--- src/rtl/pwmt_pkg.sv ---
package pwmt_pkg;

  localparam int unsigned FIELD_W = 4;
  localparam int unsigned SEL_W   = 2;
  localparam int unsigned DIV_W   = 1 << SEL_W;
  localparam int unsigned ADDR_CTRL = 0;
  localparam int unsigned ADDR_CLK  = 1;

  // Field order inside a channel's control slot: bit0 run, bit1 load,
  // bit2 polarity, bit3 repeat.
  typedef struct packed {
    logic repeat_en;
    logic polarity;
    logic load;
    logic run;
  } chan_ctrl_t;

  function automatic int unsigned ctrl_base(input int unsigned ch);
    return (ch == 0) ? 0 : FIELD_W * ch + 4;
  endfunction

  function automatic int unsigned ctrl_width(input int unsigned nch);
    return ctrl_base(nch - 1) + FIELD_W;
  endfunction

  function automatic int unsigned data_width(input int unsigned nch,
                                             input int unsigned cnt_w,
                                             input int unsigned pre_w);
    int unsigned w;
    w = ctrl_width(nch);
    if (pre_w + SEL_W * nch > w) w = pre_w + SEL_W * nch;
    if (cnt_w > w) w = cnt_w;
    return w;
  endfunction

  function automatic int unsigned addr_width(input int unsigned nch);
    return $clog2(2 * nch + 2);
  endfunction

endpackage

--- src/rtl/pwmt_regs.sv ---
module pwmt_regs
  import pwmt_pkg::*;
#(
  parameter int unsigned NUM_CH = 4,
  parameter int unsigned CNT_W  = 16,
  parameter int unsigned PRE_W  = 8,
  parameter int unsigned DATA_W = 20,
  parameter int unsigned ADDR_W = 4
) (
  input  logic                          clk,
  input  logic                          rst_n,
  input  logic                          bus_wr,
  input  logic [ADDR_W-1:0]             bus_addr,
  input  logic [DATA_W-1:0]             bus_wdata,
  output logic [DATA_W-1:0]             bus_rdata,
  output chan_ctrl_t [NUM_CH-1:0]       ctrl,
  output logic [PRE_W-1:0]              prescale,
  output logic [NUM_CH-1:0][SEL_W-1:0]  div_sel,
  output logic [NUM_CH-1:0][CNT_W-1:0]  cnt_buf,
  output logic [NUM_CH-1:0][CNT_W-1:0]  cmp_buf
);

  localparam int unsigned CTRL_W = ctrl_width(NUM_CH);
  localparam int unsigned CFG_W  = PRE_W + SEL_W * NUM_CH;

  logic [CTRL_W-1:0] ctrl_q, ctrl_d, ctrl_mask;
  logic              ctrl_we;
  logic [CFG_W-1:0]  cfg_q, cfg_d;
  logic              cfg_we;
  logic [NUM_CH-1:0] cnt_we, cmp_we;
  logic [CNT_W-1:0]  buf_d;

  // Which control bits physically exist
  always_comb begin
    ctrl_mask = '0;
    for (int n = 0; n < NUM_CH; n++) begin
      ctrl_mask[ctrl_base(n) +: FIELD_W] = '1;
    end
  end

  // Write decode and next-state values
  always_comb begin
    ctrl_we = bus_wr && (bus_addr == ADDR_W'(ADDR_CTRL));
    cfg_we  = bus_wr && (bus_addr == ADDR_W'(ADDR_CLK));
    ctrl_d  = bus_wdata[CTRL_W-1:0] & ctrl_mask;
    cfg_d   = bus_wdata[CFG_W-1:0];
    buf_d   = bus_wdata[CNT_W-1:0];
    for (int n = 0; n < NUM_CH; n++) begin
      cnt_we[n] = bus_wr && (bus_addr == ADDR_W'(2 * n + 2));
      cmp_we[n] = bus_wr && (bus_addr == ADDR_W'(2 * n + 3));
    end
  end

  always_ff @(posedge clk or negedge rst_n) begin
    if (!rst_n) begin
      ctrl_q <= '0;
      cfg_q  <= '0;
    end else begin
      if (ctrl_we) ctrl_q <= ctrl_d;
      if (cfg_we)  cfg_q  <= cfg_d;
    end
  end

  for (genvar g = 0; g < NUM_CH; g++) begin : g_buf
    always_ff @(posedge clk or negedge rst_n) begin
      if (!rst_n) begin
        cnt_buf[g] <= '0;
        cmp_buf[g] <= '0;
      end else begin
        if (cnt_we[g]) cnt_buf[g] <= buf_d;
        if (cmp_we[g]) cmp_buf[g] <= buf_d;
      end
    end

    assign ctrl[g]    = chan_ctrl_t'(ctrl_q[ctrl_base(g) +: FIELD_W]);
    assign div_sel[g] = cfg_q[PRE_W + SEL_W * g +: SEL_W];
  end

  assign prescale = cfg_q[PRE_W-1:0];

  // Readback multiplexer
  always_comb begin
    bus_rdata = '0;
    if (bus_addr == ADDR_W'(ADDR_CTRL)) bus_rdata[CTRL_W-1:0] = ctrl_q;
    if (bus_addr == ADDR_W'(ADDR_CLK))  bus_rdata[CFG_W-1:0]  = cfg_q;
    for (int n = 0; n < NUM_CH; n++) begin
      if (bus_addr == ADDR_W'(2 * n + 2)) bus_rdata[CNT_W-1:0] = cnt_buf[n];
      if (bus_addr == ADDR_W'(2 * n + 3)) bus_rdata[CNT_W-1:0] = cmp_buf[n];
    end
  end

endmodule

--- src/rtl/pwmt_tickgen.sv ---
module pwmt_tickgen
  import pwmt_pkg::*;
#(
  parameter int unsigned NUM_CH = 4,
  parameter int unsigned PRE_W  = 8
) (
  input  logic                          clk,
  input  logic                          rst_n,
  input  logic [PRE_W-1:0]              prescale,
  input  logic [NUM_CH-1:0][SEL_W-1:0]  div_sel,
  output logic [NUM_CH-1:0]             tick
);

  logic [PRE_W-1:0] pre_q, pre_d;
  logic [DIV_W-1:0] div_q, div_d;
  logic             pre_wrap;

  always_comb begin
    // >= so that lowering the prescaler never strands the counter above it
    pre_wrap = (pre_q >= prescale);
    pre_d    = pre_wrap ? '0 : pre_q + 1'b1;
    div_d    = div_q + 1'b1;
  end

  always_ff @(posedge clk or negedge rst_n) begin
    if (!rst_n) begin
      pre_q <= '0;
      div_q <= '0;
    end else begin
      pre_q <= pre_d;
      if (pre_wrap) div_q <= div_d;
    end
  end

  // Divide by 2^(s+1): fire when the low s+1 divider bits are all ones
  for (genvar g = 0; g < NUM_CH; g++) begin : g_tap
    logic [DIV_W-1:0] sel_mask;
    always_comb begin
      sel_mask = '0;
      for (int b = 0; b < DIV_W; b++) begin
        if (b <= int'(div_sel[g])) sel_mask[b] = 1'b1;
      end
      tick[g] = pre_wrap && ((div_q & sel_mask) == sel_mask);
    end
  end

endmodule

--- src/rtl/pwmt_chan.sv ---
module pwmt_chan
  import pwmt_pkg::*;
#(
  parameter int unsigned CNT_W = 16
) (
  input  logic             clk,
  input  logic             rst_n,
  input  logic             tick,
  input  chan_ctrl_t       ctrl,
  input  logic [CNT_W-1:0] cnt_buf,
  input  logic [CNT_W-1:0] cmp_buf,
  output logic [CNT_W-1:0] work_cnt,
  output logic [CNT_W-1:0] work_cmp,
  output logic             level,
  output logic             pwm_out
);

  logic [CNT_W-1:0] cnt_q, cnt_d, cmp_q, cmp_d;
  logic             lvl_q, lvl_d;
  logic             step, wrap, en;

  always_comb begin
    step  = ctrl.run && tick && (cnt_q != '0) && !ctrl.load;
    wrap  = step && (cnt_q == CNT_W'(1));
    en    = ctrl.load || step;
    cnt_d = cnt_q;
    cmp_d = cmp_q;
    lvl_d = lvl_q;
    if (ctrl.load) begin
      cnt_d = cnt_buf;
      cmp_d = cmp_buf;
      lvl_d = 1'b0;
    end else if (wrap) begin
      lvl_d = 1'b0;
      if (ctrl.repeat_en) begin
        cnt_d = cnt_buf;
        cmp_d = cmp_buf;
      end else begin
        cnt_d = '0;
      end
    end else if (step) begin
      cnt_d = cnt_q - 1'b1;
      // compare sees only the decremented value
      if (cnt_d == cmp_q) lvl_d = 1'b1;
    end
  end

  always_ff @(posedge clk or negedge rst_n) begin
    if (!rst_n) begin
      cnt_q <= '0;
      cmp_q <= '0;
      lvl_q <= 1'b0;
    end else if (en) begin
      cnt_q <= cnt_d;
      cmp_q <= cmp_d;
      lvl_q <= lvl_d;
    end
  end

  assign work_cnt = cnt_q;
  assign work_cmp = cmp_q;
  assign level    = lvl_q;
  assign pwm_out  = ctrl.run ? (lvl_q ^ ctrl.polarity) : ctrl.polarity;

endmodule

--- src/rtl/pwmt_top.sv ---
module pwmt_top
  import pwmt_pkg::*;
#(
  parameter int unsigned NUM_CH = 4,
  parameter int unsigned CNT_W  = 16,
  parameter int unsigned PRE_W  = 8,
  localparam int unsigned DATA_W = data_width(NUM_CH, CNT_W, PRE_W),
  localparam int unsigned ADDR_W = addr_width(NUM_CH)
) (
  input  logic              clk,
  input  logic              rst_n,
  input  logic              bus_wr,
  input  logic [ADDR_W-1:0] bus_addr,
  input  logic [DATA_W-1:0] bus_wdata,
  output logic [DATA_W-1:0] bus_rdata,
  output logic [NUM_CH-1:0] pwm_out
);

  logic [1:0] rst_sync_q;
  logic       rst_sync_n;

  // Asynchronous assertion, synchronous release
  always_ff @(posedge clk or negedge rst_n) begin
    if (!rst_n) rst_sync_q <= 2'b00;
    else        rst_sync_q <= {rst_sync_q[0], 1'b1};
  end
  assign rst_sync_n = rst_sync_q[1];

  chan_ctrl_t [NUM_CH-1:0]        ctrl_vec;
  logic [PRE_W-1:0]               prescale;
  logic [NUM_CH-1:0][SEL_W-1:0]   div_sel;
  logic [NUM_CH-1:0][CNT_W-1:0]   cnt_buf, cmp_buf, work_cnt, work_cmp;
  logic [NUM_CH-1:0]              tick_vec, level_vec;

  pwmt_regs #(
    .NUM_CH(NUM_CH), .CNT_W(CNT_W), .PRE_W(PRE_W),
    .DATA_W(DATA_W), .ADDR_W(ADDR_W)
  ) u_regs (
    .clk      (clk),
    .rst_n    (rst_sync_n),
    .bus_wr   (bus_wr),
    .bus_addr (bus_addr),
    .bus_wdata(bus_wdata),
    .bus_rdata(bus_rdata),
    .ctrl     (ctrl_vec),
    .prescale (prescale),
    .div_sel  (div_sel),
    .cnt_buf  (cnt_buf),
    .cmp_buf  (cmp_buf)
  );

  pwmt_tickgen #(.NUM_CH(NUM_CH), .PRE_W(PRE_W)) u_tickgen (
    .clk     (clk),
    .rst_n   (rst_sync_n),
    .prescale(prescale),
    .div_sel (div_sel),
    .tick    (tick_vec)
  );

  for (genvar g = 0; g < NUM_CH; g++) begin : g_chan
    pwmt_chan #(.CNT_W(CNT_W)) u_chan (
      .clk     (clk),
      .rst_n   (rst_sync_n),
      .tick    (tick_vec[g]),
      .ctrl    (ctrl_vec[g]),
      .cnt_buf (cnt_buf[g]),
      .cmp_buf (cmp_buf[g]),
      .work_cnt(work_cnt[g]),
      .work_cmp(work_cmp[g]),
      .level   (level_vec[g]),
      .pwm_out (pwm_out[g])
    );
  end

endmodule

--- config.mk ---
export PLATFORM = sky130hd
export DESIGN_NAME = pwmt_top
export DESIGN_NICKNAME = d
export VERILOG_FILES = /design/src/rtl/pwmt_pkg.sv /design/src/rtl/pwmt_regs.sv /design/src/rtl/pwmt_tickgen.sv /design/src/rtl/pwmt_chan.sv /design/src/rtl/pwmt_top.sv
export SDC_FILE = /design/constraint.sdc
export NUM_CORES = 1
export LEC_CHECK = 0
export BUFFER_PORTS_ARGS = -buffer_cell sky130_fd_sc_hd__buf_4
export CAP_MARGIN = 30
export CORE_MARGIN = 1.5
export CORE_UTILIZATION = 55
export CTS_CLUSTER_DIAMETER = 100
export DETAILED_ROUTE_END_ITERATION = 10
export PLACE_DENSITY = 0.77
export SKIP_CTS_REPAIR_TIMING = 1
export SLEW_MARGIN = 20
export SYNTH_ARGS = -nofsm -noshare
export SYNTH_HDL_FRONTEND = slang
export SYNTH_SLANG_ARGS = --single-unit
export TNS_END_PERCENT = 50
--- constraint.sdc ---
create_clock -name clk -period 13.1 [get_ports clk]
set_clock_uncertainty 0.1 [all_clocks]
set_input_delay 1.965 -clock clk [delete_from_list [all_inputs] [get_ports clk]]
set_output_delay 1.965 -clock clk [all_outputs]
set_load 0.05 [all_outputs]
==> results of run 1 <==
synthesized netlist by cell type (10+ instances only):
master,count
nor3_1,36
clkbuf_1,95
nor4_1,24
inv_1,43
a31oi_1,16
xnor2_1,69
o21ai_0,126
nor2_1,125
nand2_1,181
o22ai_1,48
xor2_1,32
buf_1,15
mux2_2,196
buf_2,11
ha_1,22
nand3_1,29
a221oi_1,10
mux2i_1,46
nand4_1,16
dfrtp_1,306
o21a_1,16
a21oi_1,125
logic make-up after synthesis:
group / Yosys count
multiplexers: 246
adder cells (fa/ha/maj): 22
flip-flops: 306
other: 1
XOR/XNOR: 101
AO/OA/AOI/OAI: 421
AND/OR/NAND/NOR: 486
buffers and inverters: 181
critical path: cells and delay by family:
family,cells,cell delay (ps)
AOI/OAI and AO/OA,2,390
and+or+nand+nor,2,960
buffers and inverters,3,1080
area by class of cell:
cell class              instances  area, um^2  area share [%]
diodes                          1       2.502         0.01317
clock buffers                  52        1074           5.650
clock inverters                11       178.9          0.9416
inverters                      44       165.2          0.8692
multi-input cells            1277        8785           46.23
flip-flops and latches        306        7661           40.32
well taps                     396       495.5           2.607
repair buffers                 76       640.6           3.371
final timing paths:
kind / endpoint / cells past startpoint / slack [ps]
worst max-delay path: bus_rdata[5] / 7 / 6620
worst min register to register: u_regs.cmp_buf[0]$_DFFE_PN0P_ / 0 / 200
worst max register to register: g_chan[3].u_chan.level$_DFFE_PN0P_ / 9 / 9170
max in group asynchronous: g_chan[3].u_chan.work_cmp[13]$_DFFE_PN0P_ / 3 / 11080
worst min-delay path: u_regs.cmp_buf[0]$_DFFE_PN0P_ / 0 / 200
min in group clk: rst_sync_q[1]$_DFF_PN0_ / 0 / 250
power groups by stage:
stage	registers, mW	clock network (mW)	logic [mW]
2_1_floorplan	1.48	0	1.21
3_3_place_gp	1.72	0	1.34
3_5_place_dp	1.73	0	1.38
4_1_cts	1.72	1.06	1.39
5_1_grt	1.77	1.10	1.55
6_report	1.73	1.05	1.41
metrics by stage:
stage               total power, mW  setup slack [ps]
floorplan                     2.697              3840
global placement              3.055              6754
detailed placement            3.111              6696
CTS                           4.173              6685
global route                  4.417              6435
finish                        4.197              6619
flip-flops by register name, indices dropped and copies added, names as in the netlist:
name and cells:
u_tickgen.pre_q 8, g_chan.u_chan.work_cnt 64, g_chan.u_chan.level 4, rst_sync_q 2, u_regs.ctrl_q 16, g_chan.u_chan.work_cmp 64, u_regs.cfg_q 16, u_regs.cmp_buf 64
u_tickgen.div_q 4, u_regs.cnt_buf 64
metal layers:
metal	vias to the layer above	track usage [%]	routed length, um
met5	-	0	0
met4	0	12.33	2010
met3	125	4.822	3451
met2	534	50.75	24310
met1	7031	43.11	21670
li1	6292	-	-
==> qor.yml, run 1 <==
outcome:
  status: "finished clean"
timing:
  relSlewSlack_pct: 28.75
  clock.fmax_mhz: 154.3
  min_period_ps: 6481
  tns_ps: 0
  tightest_slew_ps: 1042
  finalHoldViolCount: 0
  whs_ps: 198.4
  setup_viol: 0
  fin_crit_sh_pct: 49.47
  timing_max_transition_violations_final: 0
  rsz0062_at_grt: "false"
worst_setup_path:
  cp_cell_sequence: "buf_4 > clkinv_1 > nor2_1 > and2_1 > a221oi_1 > o21ai_0 > buf_4"
  crit_fanout: 22
  worstSetupEndpointType: "output port"
  crit_path_start: "bus_addr[0]"
  crit_type: "input pin to output port"
  crit_top_cell: "buf_4"
  startpoint_type: "input pin"
  cpMaxStageDelayCell: "and2_1"
  cp.required_ps: 11030
  crit_arrival_ps: 4420
  cp_slowest_stage_delay_ps: 590
  r2r_start: "g_chan[3].u_chan.work_cnt[0]$_DFFE_PN0P_"
cells_and_area:
  fillers: 2547
  design_area_um2: 19000
  layout_common_cells: "dfrtp_1 (305), mux2_2 (196), nand2_1 (181)"
  final_common_cell: "dfrtp_1"
  area_growth_pct: 10.71
  layout-drive-gt1-share_pct: 20.39
  finish.utilization_pct: 61.96
  instances_no_fill: 2163
  nets: 1790
synth:
  syn_nets: 1813
  ys_ff_latch: 306
  synth-simple-area-share_pct: 13.38
  syn_avg_cell_area_um2: 9.730
  synthArstFlopShare_pct: 100.0
  syn_inst: 1764
  synthMuxAreaShare_pct: 15.87
  synth_top_family_by_area: "multiplexers"
  yosys.area.top_type: "dfrtp_1"
  synth_edf_count: 0
  synth_compound_area_share_pct: 15.02
  yosysUniqueCellTypes: 80
  synthAdderAreaFrac_pct: 1.604
  synth_area_leaders: "dfrtp_1 (45%), mux2_2 (13%), nand2_1 (4.0%)"
  synth_top_flop_cell: "dfrtp_1"
  seq_area_frac_synth_pct: 44.61
  synthXorXnorAreaFrac_pct: 5.154
  yosys.area.top_type_share_pct: 44.61
  yosysWarnings: 0
  syn_area_um2: 17160
min_path:
  min_path_type: "register to asynchronous set/reset pin"
route:
  drc: 0
  routedWlPerCell_um: 23.78
  drt_first_iter_violations: 1443
  routed_wl_um: 51440
  avgViaCountPerCell: 6.464
  ant_nets: 0
  dr_total_vias: 13982
  dr.pass1.iters: 7
clock_tree:
  cts_sinks: 306
  root_buffer: "clkbuf_16"
  insertion_delay_ps: 520
  numCtsBuffers: 36
  h-tree-depth: 2
  cts_tree: "yes"
  clk_pin_slew_ps: 60
  ctsLongestPathBuffers: 3
power_and_ir_drop:
  clkPwrFrac_pct: 25.1
  power_frac_seq_pct: 41.2
  p_leak_nw: 7.978
  ir_worst_vdd_v: 0.0001022
  switching_power_mw: 1.640
  p_comb_share_pct: 33.6
  p_per_area_nw_per_um2: 220.9
  p_int_mw: 2.557
  switching_share_pct: 39.08
placed_design:
  gp_congestion: 0.9755
  io_buffer_count: 50
  hpwl_um: 36680
  place_inst: 2095
  placed_cell_area_um2: 17690
floorplanning:
  core_um2: 30670
  initial_utilization_pct: 55.96
  io_pins: 51
  die_h_um: 179.7
  die_w_um: 179.7
  die_area_um2: 32280
  rows: 64
global_route:
  grt_max_degree: 188
  grt-ovfl-total: 0
  grt_pass1_wl_um: 80120
  grt_usage_pct: 31.56
  antenna_found_initial: 1
  grt_pass1_vias: 13486
run:
  cap_violations: 0
(Power assumes the default switching activity.)
==> run 2: changes to the inputs <==
==> constraint.sdc (replaced) <==
create_clock -name clk -period 6.1 [get_ports clk]
set_clock_uncertainty 0.1 [all_clocks]
set_input_delay 0.915 -clock clk [delete_from_list [all_inputs] [get_ports clk]]
set_output_delay 0.915 -clock clk [all_outputs]
set_load 0.05 [all_outputs]
==> run 2 against run 1 <==
Clock power rose by 100%. Non-clock buffer count did not move. Global-route usage fell by 0.59 points. Via count rose by 1.3%. Wire length fell by 1.9%. Critical path depth did not move. Sequential share of layout area rose by 0.23 points. Setup slack got worse by 5000 ps. Cell count fell by 0.32%. Register-to-register slack got worse by 6900 ps. Combinational power rose by 120%. Die area did not move. Critical path type unchanged.
==> qor.yml, run 2 (same netlist as run 1, synthesis figures left out) <==
power_and_ir_drop:
  switching_share_pct: 38.96  # -0.12 points
  finalPower_mw: 8.876  # +110%
  p_per_area_nw_per_um2: 469.7  # +110%
  power_frac_seq_pct: 41.6  # +0.4 points
  ir_worst_vdd_v: 0.0002122  # +110%
  p_comb_share_pct: 34.2  # +0.6 points
  p_int_mw: 5.418  # +110%
  switching_power_mw: 3.458  # +110%
  clkPwrFrac_pct: 24.2  # -0.9 points
  p_leak_nw: 7.938  # -0.50%
route:
  routedWlPerCell_um: 23.41  # -1.5%
  drt_first_iter_violations: 1740  # +21%
  routed_wl_um: 50480  # -1.9%
  dr.pass1.iters: 10  # +3
  dr_total_vias: 14158  # +1.3%
  drc: 0  # unchanged
  ant_nets: 0  # unchanged
  avgViaCountPerCell: 6.567  # +1.6%
cells_and_area:
  layout_common_cells: "dfrtp_1 (305), mux2_2 (196), nand2_1 (181)"
  fillers: 2503  # -1.7%
  area_growth_pct: 10.09
  layout-drive-gt1-share_pct: 20.40  # about the same
  antenna_cells: 0  # -1
  final_common_cell: "dfrtp_1"
  nets: 1788  # -0.11%
worst_setup_path:
  startpoint_type: "input pin"
  crit_top_cell: "buf_4"
  worst_r2r_endpoint: "g_chan[3].u_chan.work_cmp[6]$_DFFE_PN0P_"
  crit_fanout: 22  # unchanged
  crit_family: "buffers and inverters"
  crit_arrival_ps: 3500  # -920 ps
  path_buf_inv: 3  # unchanged
  cp_slowest_stage_delay_ps: 650  # +60 ps
  worstRegToRegCells: 11  # +2
  cp_cell_sequence: "buf_4 > clkinv_1 > nor2_1 > and2_1 > a221oi_1 > o21ai_0 > buf_4"
  worstSetupEndpointType: "output port"
  crit_type: "input pin to output port"
  r2r_start: "u_tickgen.pre_q[0]$_DFF_PN0_"
  cpMaxStageDelayCell: "and2_1"
  cp.required_ps: 5080  # -5950 ps
  reg2reg_slack_ps: 2240  # -6930 ps
timing:
  tightest_slew_ps: 977.4  # -64.38 ps
  relSlewSlack_pct: 34.68  # +5.9 points
  setup_viol: 0  # unchanged
  timing_max_transition_violations_final: 0  # unchanged
  rsz0062_at_grt: "false"
  finalHoldViolCount: 0  # unchanged
  fin_crit_sh_pct: 73.99
  tns_ps: 0  # unchanged
  min_period_ps: 4514
  clock.fmax_mhz: 221.6
clock_tree:
  cts_tree: "yes"
  clk_pin_slew_ps: 50  # about the same
  insertion_delay_ps: 520  # about the same
  numCtsBuffers: 34  # -5.6%
  h-tree-depth: 2  # unchanged
  cts_sinks: 306  # unchanged
  ctsLongestPathBuffers: 3  # unchanged
  root_buffer: "clkbuf_16"
placed_design:
  io_buffer_count: 50  # unchanged
  hpwl_um: 35380  # -3.5%
  gp_congestion: 0.9600  # -1.6%
min_path:
  min_path_type: "input pin to asynchronous set/reset pin"
run:
  cap_violations: 0  # unchanged
global_route:
  grt_usage_pct: 30.97  # -0.59 points
  grt_pass1_vias: 13299  # -1.4%
  grt_pass1_wl_um: 78630  # -1.9%
  antenna_found_initial: 0  # -1
  grt_max_degree: 152  # -19%
  grt-ovfl-total: 0  # unchanged
floorplanning:
  io_pins: 51  # unchanged
  die_w_um: 179.7  # unchanged
  core_um2: 30670  # unchanged
  die_area_um2: 32280  # unchanged
  initial_utilization_pct: 55.96  # unchanged
  die_h_um: 179.7  # unchanged
  rows: 64  # unchanged
outcome:
  status: "finished clean"
==> run 2: worst max-delay path by stage <==
stage / to / depth (start not counted) / startpoint
detailed placement: bus_rdata[5] / 7 / bus_addr[0]
CTS: bus_rdata[4] / 7 / bus_addr[0]
floorplan: g_chan[0].u_chan.level$_DFFE_PN0P_ / 0 / rst_sync_q[1]$_DFF_PN0_
global route: bus_rdata[4] / 7 / bus_addr[0]
global placement: bus_rdata[5] / 7 / bus_addr[0]
finish: bus_rdata[4] / 7 / bus_addr[0]
==> run 2: cell type report <==
cell class	count	area [um^2]	share of cell area [%]
clock buffers	43	955.9	5.059
clock inverters	14	205.2	1.086
inverters	44	165.2	0.8741
multi-input cells	1277	8790	46.52
flip-flops and latches	306	7661	40.54
well taps	396	495.5	2.622
repair buffers	76	623.1	3.298
==> run 2: per-layer routing <==
metal	part of all wire (%)	vias to the layer above	track usage (%)	wire (um)
li1	-	6271	-	-
met1	42	7055	43.20	21120
met2	46	704	48.88	23430
met3	7.7	128	4.720	3892
met4	4.0	0	11.90	2036
met5	0	-	0	0
==> run 2: per-stage QoR <==
stage | hold WS [ps] | cell area, um^2 | utilization, % | setup WS [ps] | std cells
final | 70.01 | 18900 | 61.61 | 1586 | 2156
after global routing | 58.26 | 18900 | 61.61 | 1509 | 2156
after CTS | 57.32 | 18830 | 61.39 | 1672 | 2152
after detailed placement | 241.3 | 17670 | 57.61 | 1682 | 2095
after global placement | 237.5 | 17640 | 57.51 | 1778 | 2092
after floorplan | 231.1 | 17170 | - | 992.0 | 1764
==> run 2: power groups by stage <==
stage / combinational, mW / clock [mW] / sequential (mW)
global placement: 2.86 / 0 / 3.66
finish: 3.04 / 2.15 / 3.69
CTS: 2.98 / 2.18 / 3.67
global route: 3.33 / 2.26 / 3.77
detailed placement: 2.95 / 0 / 3.69
floorplan: 2.60 / 0 / 3.19
==> run 3: changes to the inputs <==
==> constraint.sdc (replaced) <==
create_clock -name clk -period 4.7 [get_ports clk]
set_clock_uncertainty 0.1 [all_clocks]
set_input_delay 0.705 -clock clk [delete_from_list [all_inputs] [get_ports clk]]
set_output_delay 0.705 -clock clk [all_outputs]
set_load 0.05 [all_outputs]
==> run 3 against run 2 <==
Wire length decreased by 0.75%. Critical path type unchanged. Setup slack worse by 770 ps. Largest cell class unchanged. First-iteration DRC count fell by 7.1%. Power is 29% higher.
==> qor.yml, run 3 (same netlist as run 1, synthesis figures left out) <==
timing:
  tightest_slew_ps: 912.8  # -64.65 ps
  whs_ps: 230.7  # +160.7 ps
  fin_crit_sh_pct: 82.67
  setup_viol: 0  # unchanged
  fin_ws_ps: 814.6  # -771.8 ps
  clock.fmax_mhz: 257.4
  timing_max_transition_violations_final: 0  # unchanged
  finalHoldViolCount: 0  # unchanged
  relSlewSlack_pct: 39.00  # +4.3 points
  min_period_ps: 3885
  rsz0062_at_grt: "false"
  tns_ps: 0  # unchanged
global_route:
  grt_usage_pct: 30.95  # about the same
  antenna_found_initial: 1  # +1
  grt_pass1_vias: 13680  # +2.9%
  grt-ovfl-total: 0  # unchanged
  grt_pass1_wl_um: 79000  # +0.47%
  grt_max_degree: 123  # -19%
clock_tree:
  numCtsBuffers: 35  # +2.9%
  cts_tree: "yes"
  insertion_delay_ps: 520  # about the same
  h-tree-depth: 2  # unchanged
  root_buffer: "clkbuf_16"
  cts_sinks: 306  # unchanged
  ctsLongestPathBuffers: 3  # unchanged
  clk_pin_slew_ps: 60  # about the same
placed_design:
  gp_congestion: 1.012  # +5.4%
  hpwl_um: 35650  # +0.76%
  io_buffer_count: 50  # unchanged
  place_inst: 2099  # +0.19%
  dp_slack_ps: 884.6  # -797.7 ps
  placed_cell_area_um2: 17710  # +0.22%
route:
  m1WireLength_um: 21380  # +1.2%
  wl_met3_um: 3469  # -11%
  ant_nets: 0  # unchanged
  dr.pass1.iters: 6  # -4
  routed_wl_um: 50100  # -0.75%
  top_layer: "met4"
  drc: 0  # unchanged
  routedWlPerCell_um: 23.13  # -1.2%
  drt_first_iter_violations: 1616  # -7.1%
  avgViaCountPerCell: 6.509  # -0.88%
  wl_met2_um: 22850  # -2.5%
  dr_total_vias: 14098  # -0.42%
cells_and_area:
  layout_common_cells: "dfrtp_1 (305), mux2_2 (196), nand2_1 (181)"
  area_growth_pct: 10.26
  layout-drive-gt1-share_pct: 20.46  # +0.066 points
  nets: 1792  # +0.22%
  design_area_um2: 18920  # +0.15%
  finish.utilization_pct: 61.70  # +0.094 points
  instances_no_fill: 2166  # +0.46%
  final_common_cell: "dfrtp_1"
floorplanning:
  initial_utilization_pct: 55.96  # unchanged
  die_h_um: 179.7  # unchanged
  rows: 64  # unchanged
  core_um2: 30670  # unchanged
  die_area_um2: 32280  # unchanged
  die_w_um: 179.7  # unchanged
  io_pins: 51  # unchanged
worst_setup_path:
  cpMaxStageDelayCell: "and2_1"
  cp_cell_sequence: "buf_4 > clkinv_1 > nor2_1 > and2_1 > a221oi_1 > o21ai_0 > buf_4"
  crit_fanout: 22  # unchanged
  crit_arrival_ps: 3080  # -420 ps
  crit_type: "input pin to output port"
  cp.required_ps: 3890  # -1190 ps
  cp_slowest_stage_delay_ps: 660  # about the same
  worstSetupEndpointType: "output port"
  crit_top_cell: "buf_4"
  worstRegToRegCells: 11  # unchanged
  startpoint_type: "input pin"
power_and_ir_drop:
  finalPower_mw: 11.47  # +29%
  p_comb_share_pct: 34.0  # -0.2 points
  p_int_mw: 6.979  # +29%
  clkPwrFrac_pct: 24.0  # -0.2 points
  switching_share_pct: 39.17  # +0.21 points
  p_per_area_nw_per_um2: 606.3  # +29%
  p_leak_nw: 7.943  # about the same
  ir_worst_vdd_v: 0.0003648  # +72%
  power_frac_seq_pct: 42.0  # +0.4 points
  switching_power_mw: 4.495  # +30%
min_path:
  min_path_type: "register to asynchronous set/reset pin"
outcome:
  status: "finished clean"
run:
  cap_violations: 0  # unchanged
==> run 3: cell count changes in the layout (fill, tap and decap cells not counted), moves of 2 or more <==
cell,change
clkbuf_1,+5
buf_4,+3
bufinv_16,-3
clkbuf_16,+2
clkinvlp_4,+2
==> run 3: final timing paths <==
kind | startpoint | to | slack, ps
hold / removal | rst_sync_q[1]$_DFF_PN0_ | u_regs.cfg_q[2]$_DFFE_PN0P_ | 230
hold reg to reg | rst_sync_q[1]$_DFF_PN0_ | u_regs.cfg_q[2]$_DFFE_PN0P_ | 230
setup / recovery | bus_addr[0] | bus_rdata[12] | 810
max in group asynchronous | rst_sync_q[1]$_DFF_PN0_ | g_chan[1].u_chan.work_cmp[15]$_DFFE_PN0P_ | 3200
min in group clk | rst_sync_q[0]$_DFF_PN0_ | rst_sync_q[1]$_DFF_PN0_ | 250
setup reg to reg | u_tickgen.pre_q[0]$_DFF_PN0_ | g_chan[0].u_chan.work_cmp[15]$_DFFE_PN0P_ | 1100
==> run 3: metal layers <==
metal	track usage, %	up-vias
met5	0	-
met4	13.93	0
met3	3.707	127
met2	48.89	633
met1	43.00	7032
li1	-	6306
==> run 3: worst max-delay path: cells and delay by family <==
family	cells	cell delay, ps
AOI/OAI and AO/OA	2	330
buffers and inverters	3	1030
and+or+nand+nor	2	1000
==> run 3: area by class of cell <==
type | instances | area (um^2)
timing repair buffer | 79 | 649.4
tap | 396 | 495.5
multi-input combinational | 1277 | 8787
clock inverter | 12 | 125.1
antenna | 1 | 2.502
fill | 2513 | 11750
inverter | 44 | 165.2
sequential | 306 | 7661
clock buffer | 51 | 1039
==> run 3: power groups by stage <==
| stage | Clock (mW) | Sequential, mW | Combinational, mW |
|---|---|---|---|
| floorplan | 0 | 4.13 | 3.38 |
| global placement | 0 | 4.77 | 3.70 |
| detailed placement | 0 | 4.81 | 3.81 |
| CTS | 2.78 | 4.77 | 3.84 |
| global route | 2.88 | 4.92 | 4.31 |
| finish | 2.75 | 4.82 | 3.90 |
